<file path="config.mk">
export PLATFORM = sky130hd
export DESIGN_NAME = lvt_timer_top
export DESIGN_NICKNAME = d
export VERILOG_FILES = /design/src/rtl/lvt_timer_pkg.sv /design/src/rtl/lvt_cfg_regs.sv /design/src/rtl/lvt_down_counter.sv /design/src/rtl/lvt_req_gen.sv /design/src/rtl/lvt_timer_top.sv
export SDC_FILE = /design/constraint.sdc
export NUM_CORES = 1
export LEC_CHECK = 0
export BUFFER_PORTS_ARGS = -buffer_cell sky130_fd_sc_hd__buf_2
export CAP_MARGIN = 20
export CELL_PAD_IN_SITES_DETAIL_PLACEMENT = 0
export CELL_PAD_IN_SITES_GLOBAL_PLACEMENT = 1
export CORE_MARGIN = 8
export CORE_UTILIZATION = 44
export DETAILED_ROUTE_END_ITERATION = 8
export GPL_ROUTABILITY_DRIVEN = 0
export PLACE_DENSITY_LB_ADDON = 0.1
export SYNTH_ARGS = -nofsm -noshare
export SYNTH_HDL_FRONTEND = slang
export SYNTH_SLANG_ARGS = --single-unit
</file>
<file path="constraint.sdc">
create_clock -name clk -period 2.5 [get_ports clk]
set_input_delay 0.5 -clock clk [delete_from_list [all_inputs] [get_ports clk]]
set_output_delay 0.5 -clock clk [all_outputs]
set_load 0.03 [all_outputs]
</file>
<file path="src/rtl/lvt_timer_pkg.sv">
package lvt_timer_pkg;

  localparam int ENTRY_W = 32;
  localparam int ADDR_W  = 2;

  localparam logic [ADDR_W-1:0] A_ENTRY = 2'd0;
  localparam logic [ADDR_W-1:0] A_INIT  = 2'd1;
  localparam logic [ADDR_W-1:0] A_CUR   = 2'd2;

  typedef struct packed {
    logic [13:0] spare;
    logic        periodic;
    logic        masked;
    logic        level_trig;
    logic        remote_flag;
    logic        pin_pol;
    logic        dlv_status;
    logic        gap11;
    logic [2:0]  dlv_mode;
    logic [7:0]  vector;
  } lvt_entry_t;

endpackage

</file>
<file path="src/rtl/lvt_cfg_regs.sv">
module lvt_cfg_regs
  import lvt_timer_pkg::*;
#(
  parameter int CNT_W = 32
) (
  input  logic                 clk,
  input  logic                 rst_n,
  input  logic                 wr_en,
  input  logic [ADDR_W-1:0]    wr_addr,
  input  logic [ENTRY_W-1:0]   wr_data,
  output lvt_entry_t           entry,
  output logic [CNT_W-1:0]     init_cnt,
  output logic                 load
);

  logic entry_we;

  assign entry_we = wr_en && (wr_addr == A_ENTRY);
  assign load     = wr_en && (wr_addr == A_INIT);

  always_ff @(posedge clk or negedge rst_n) begin
    if (!rst_n) begin
      entry    <= '0;
      init_cnt <= '0;
    end else begin
      if (entry_we) entry <= lvt_entry_t'(wr_data);
      if (load)     init_cnt <= wr_data[CNT_W-1:0];
    end
  end

  AST_INIT_CAPTURE: assert property (@(posedge clk) disable iff (!rst_n)
    load |=> init_cnt == $past(wr_data[CNT_W-1:0]));

  AST_ENTRY_KEEP: assert property (@(posedge clk) disable iff (!rst_n)
    !entry_we |=> $stable(entry));

endmodule

</file>
<file path="src/rtl/lvt_down_counter.sv">
module lvt_down_counter #(
  parameter int CNT_W = 32
) (
  input  logic             clk,
  input  logic             rst_n,
  input  logic             load,
  input  logic [CNT_W-1:0] load_val,
  input  logic             tick,
  input  logic             periodic,
  input  logic [CNT_W-1:0] reload_val,
  output logic [CNT_W-1:0] cur,
  output logic             expire
);

  localparam logic [CNT_W-1:0] ONE = CNT_W'(1);

  logic running;

  assign running = cur != '0;
  assign expire  = tick && !load && (cur == ONE);

  always_ff @(posedge clk or negedge rst_n) begin
    if (!rst_n) begin
      cur <= '0;
    end else if (load) begin
      cur <= load_val;
    end else if (tick && running) begin
      if (cur == ONE) cur <= periodic ? reload_val : '0;
      else            cur <= cur - ONE;
    end
  end

  AST_DEC_ONE: assert property (@(posedge clk) disable iff (!rst_n)
    (tick && !load && cur > ONE) |=> cur == $past(cur) - ONE);

  AST_IDLE_HOLD: assert property (@(posedge clk) disable iff (!rst_n)
    (!tick && !load) |=> $stable(cur));

  AST_ONESHOT_ZERO: assert property (@(posedge clk) disable iff (!rst_n)
    (expire && !periodic) |=> cur == '0);

  AST_PERIOD_RELOAD: assert property (@(posedge clk) disable iff (!rst_n)
    (expire && periodic) |=> cur == $past(reload_val));

  AST_LOAD_WINS: assert property (@(posedge clk) disable iff (!rst_n)
    load |=> cur == $past(load_val));

endmodule

</file>
<file path="src/rtl/lvt_req_gen.sv">
module lvt_req_gen
  import lvt_timer_pkg::*;
(
  input  logic       clk,
  input  logic       rst_n,
  input  logic       expire,
  input  lvt_entry_t entry,
  output logic       req_valid,
  output logic [7:0] req_vector,
  output logic [2:0] req_mode,
  output logic       req_level
);

  logic fire;

  assign fire = expire && !entry.masked;

  always_ff @(posedge clk or negedge rst_n) begin
    if (!rst_n) begin
      req_valid  <= 1'b0;
      req_vector <= '0;
      req_mode   <= '0;
      req_level  <= 1'b0;
    end else begin
      req_valid  <= fire;
      req_vector <= fire ? entry.vector     : '0;
      req_mode   <= fire ? entry.dlv_mode   : '0;
      req_level  <= fire ? entry.level_trig : 1'b0;
    end
  end

  AST_MASK_BLOCKS: assert property (@(posedge clk) disable iff (!rst_n)
    (expire && entry.masked) |=> !req_valid);

  AST_REQ_HAS_CAUSE: assert property (@(posedge clk) disable iff (!rst_n)
    req_valid |-> $past(expire));

  AST_REQ_FIELDS: assert property (@(posedge clk) disable iff (!rst_n)
    (expire && !entry.masked) |=> (req_valid && req_vector == $past(entry.vector)
                                   && req_mode == $past(entry.dlv_mode)));

endmodule

</file>
<file path="src/rtl/lvt_timer_top.sv">
module lvt_timer_top
  import lvt_timer_pkg::*;
#(
  parameter int CNT_W = 32
) (
  input  logic        clk,
  input  logic        rst_n,
  input  logic        wr_en,
  input  logic [1:0]  wr_addr,
  input  logic [31:0] wr_data,
  input  logic [1:0]  rd_addr,
  output logic [31:0] rd_data,
  input  logic        tick_en,
  output logic        req_valid,
  output logic [7:0]  req_vector,
  output logic [2:0]  req_mode,
  output logic        req_level
);

  lvt_entry_t       entry;
  logic [CNT_W-1:0] init_cnt;
  logic [CNT_W-1:0] cur;
  logic             load;
  logic             expire;

  lvt_cfg_regs #(.CNT_W(CNT_W)) u_regs (
    .clk      (clk),
    .rst_n    (rst_n),
    .wr_en    (wr_en),
    .wr_addr  (wr_addr),
    .wr_data  (wr_data),
    .entry    (entry),
    .init_cnt (init_cnt),
    .load     (load)
  );

  lvt_down_counter #(.CNT_W(CNT_W)) u_cnt (
    .clk        (clk),
    .rst_n      (rst_n),
    .load       (load),
    .load_val   (wr_data[CNT_W-1:0]),
    .tick       (tick_en),
    .periodic   (entry.periodic),
    .reload_val (init_cnt),
    .cur        (cur),
    .expire     (expire)
  );

  lvt_req_gen u_req (
    .clk        (clk),
    .rst_n      (rst_n),
    .expire     (expire),
    .entry      (entry),
    .req_valid  (req_valid),
    .req_vector (req_vector),
    .req_mode   (req_mode),
    .req_level  (req_level)
  );

  always_comb begin
    rd_data = '0;
    case (rd_addr)
      A_ENTRY: rd_data = entry;
      A_INIT:  rd_data[CNT_W-1:0] = init_cnt;
      A_CUR:   rd_data[CNT_W-1:0] = cur;
      default: rd_data = '0;
    endcase
  end

  AST_CUR_READ_ONLY: assert property (@(posedge clk) disable iff (!rst_n)
    (wr_en && wr_addr == A_CUR && !tick_en) |=> $stable(cur));

endmodule

</file>
==> impl_metrics.csv <==
group,metric,value,unit
run_status,status,"completed",
logic_synthesis,synth_edf_count,0,
critical_path,endpoint_kind,"flip-flop",
logic_synthesis,synth-async-reset-ratio,100.0,%
clocking,post_cts_buffers,0,
timing,max_freq,425.9,MHz
timing,fin_skew,0.006798,ns
grt,grt_pass1_vias,5771,
die,die-height,132.2,um
logic_synthesis,synth.area.top_cells,"dfrtp_1, nand2_1, mux2_2",
routing,drc,0,
timing,post-route-period-util,93.93,%
critical_path,critPathRequiredTime,2.75,ns
routing,drt_iter0_drc,410,
pwr,p_leak,0.003428,uW
routing,firstDrtPassIters,7,
logic_synthesis,ys.warnings.count,0,
clocking,cts_resized,0,
layout,diodes,0,
grt,track_usage,22.49,%
die,core,13240,um2
critical_path,critPathMaxFanout,8,
logic_synthesis,yosysUniqueCellTypes,56,
layout,fill_cells,1238,
pwr,p_per_area,752.3,nW/um2
critical_path,start_kind,"flip-flop",
place,placed_cells,931,
logic_synthesis,netlist_area,5942,um2
die,dieArea,17480,um2
clocking,cts_buffers,9,
layout,drive_gt1_share,28.66,%
die,die_w,132.2,um
place,dp_hpwl,13.75,mm
layout,syn_to_final_growth,23.60,%
job,maxCapViolations,0,
logic_synthesis,ys_seq_area_share,45.90,%
critical_path,arrival,2.59,ns
clocking,cts_hold_buf,0,
layout,nNetsFinal,808,
routing,via_per_inst,5.773,
clocking,cts.sinks,109,
logic_synthesis,avgSynthCellArea,9.212,um2
timing,slew_headroom,52.72,%
logic_synthesis,yosys_register_bits,109,
layout,layout.cells.non_filler,947,
timing,grt_setup_unrepaired,"true",
routing,ant_nets,0,
timing,setup_viol,0,
pwr,p_total,5525,uW
logic_synthesis,ys.flop_type,"dfrtp_1",
grt,grt_pass1_wl,31.58,mm
logic_synthesis,synth_area_leader_cell,"dfrtp_1",
clocking,cts_tree,"done",
grt,grt_max_degree,50,
clocking,cts_root_buffer,"clkbuf_16",
timing,hold_violations,0,
timing,maxSlewViolCount,0,
timing,tightest_slew,0.7066,ns
pwr,ir_drop,0.5328,mV
die,initial_core_util,44.87,%
die,io_pins,85,
grt,overflow,0,
grt,antenna_found_initial,0,
critical_path,worstSetupPathType,"reg2reg",
routing,wl,19.20,mm
place,io_buffers,84,
clocking,clkTransAtPathRegs,0.07,ns
logic_synthesis,syn_inst,645,
die,row_count,42,
routing,route.vias.total,5467,
clocking,cts.htree.levels,3,
routing,routedWlPerCell,20.27,um
clocking,clockBufferDepth,2,
timing,fin_crit,2.348,ns
logic_synthesis,synthesis.nets,687,
logic_synthesis,synth_top_area_share,45.90,%
worst_hold_path,min_path_type,"in2async",
clocking,clkLatencyLatePin,0.36,ns
## state kept, by name, indices dropped and copies added, names as in the netlist
register and cells:
u_cnt.cur 32, u_regs.entry 32, u_req.req_valid 1, u_req.req_level 1
u_regs.init_cnt 32, u_req.req_vector 8, u_req.req_mode 3
## stage by stage
| stage | worst slack [ns] | hold WS, ns | util (%) | TNS (ns) | cell area (um2) |
|---|---|---|---|---|---|
| 6_report | 0.1518 | 0.1161 | 55.46 | 0 | 7345 |
| 5_1_grt | -0.03986 | 0.1488 | 55.46 | -0.03986 | 7345 |
| 4_1_cts | 0.09342 | 0.1319 | 55.18 | 0 | 7307 |
| 3_5_place_dp | 0.1035 | 0.4842 | 52.90 | 0 | 7005 |
| 3_3_place_gp | 0.1560 | 0.4748 | 52.90 | 0 | 7005 |
| 2_1_floorplan | 0.1996 | 0.2044 | - | 0 | 5942 |
## Yosys cell counts (all sizes together) (7+ instances only)
| cell | count |
|---|---|
| nor2 | 26 |
| buf | 10 |
| a21boi | 7 |
| o2bb2ai | 11 |
| and2 | 16 |
| mux2 | 32 |
| mux2i | 32 |
| nand2 | 142 |
| a21o | 8 |
| nor3 | 19 |
| a311oi | 8 |
| clkbuf | 36 |
| nand3 | 14 |
| dfrtp | 109 |
| nor4 | 14 |
| o21ai | 71 |
| a31oi | 7 |
| a21oi | 7 |
| nand4 | 10 |
## final timing paths
path                                startpoint                   to  slack (ns)  cells past startpoint
setup / recovery                  u_cnt.cur[1]        u_cnt.cur[28]        0.15                      9
hold / removal                           rst_n      u_req.req_valid        0.12                      1
setup reg to reg                  u_cnt.cur[1]        u_cnt.cur[28]        0.15                      9
hold reg to reg            u_regs.init_cnt[30]  u_regs.init_cnt[30]        0.50                      2
max in group asynchronous                rst_n        u_cnt.cur[10]        1.63                      2
min in group clk                   wr_data[25]  u_regs.init_cnt[25]        0.36                      3
## final cells by class
| class | instances | area (um2) | share of cell area [%] |
|---|---|---|---|
| sequential | 109 | 2728 | 37.14 |
| tap | 176 | 220.2 | 2.998 |
| multi-input combinational | 485 | 3059 | 41.65 |
| timing repair buffer | 156 | 1017 | 13.85 |
| clock inverter | 6 | 72.57 | 0.9881 |
| clock buffer | 10 | 229.0 | 3.118 |
| inverter | 5 | 18.77 | 0.2555 |
## power by group
group | switching (uW) | internal [uW] | total (uW)
Sequential | 336 | 2080 | 2410
Clock | 695 | 787 | 1480
Combinational | 923 | 707 | 1630
Total | 1950 | 3570 | 5530
## kinds of logic (layout without fill, tap and decap cells)
kind of cell,count (synthesis),in the layout,share of synthesized area (%)
AO/OA/AOI/OAI,151,151,16.49
XOR/XNOR,3,3,0.4423
adder cells (fa/ha/maj),2,2,0.4211
buffers and inverters,51,177,3.495
flip-flops,109,109,45.90
multiplexers,64,64,11.46
AND/OR/NAND/NOR,265,265,21.79
## critical path: stages (launching register included)
cell and delay (ns):
dfrtp_1 0.41, inv_1 0.09, ha_1 0.15, nor4b_4 0.26
nand2_2 0.14, nor4_2 0.34, buf_4 0.24, nor2_1 0.18
a221oi_1 0.29, o2bb2ai_1 0.12
## routing by layer
layer  up-vias  global-route usage, %  share of wire, %
met4         0                  7.950               2.2
met3        30                  5.259               5.4
met2       171                  37.74                49
met5         -                      0                 0
li1       2562                      -                 -
met1      2704                  27.69                43
## cells in the final DEF (no fill, tap or decap), types with 9 or more instances in the layout
cell / n
mux2i_1: 32
clkbuf_16: 9
nor3_1: 18
nand3_1: 14
buf_2: 83
dfrtp_1: 109
o2bb2ai_1: 11
buf_4: 68
o21ai_1: 40
mux2_2: 32
nand4_1: 10
nor2_1: 26
o21ai_0: 31
and2_1: 16
nand2_1: 140
No activity file was read; power rests on OpenSTA's default activity.
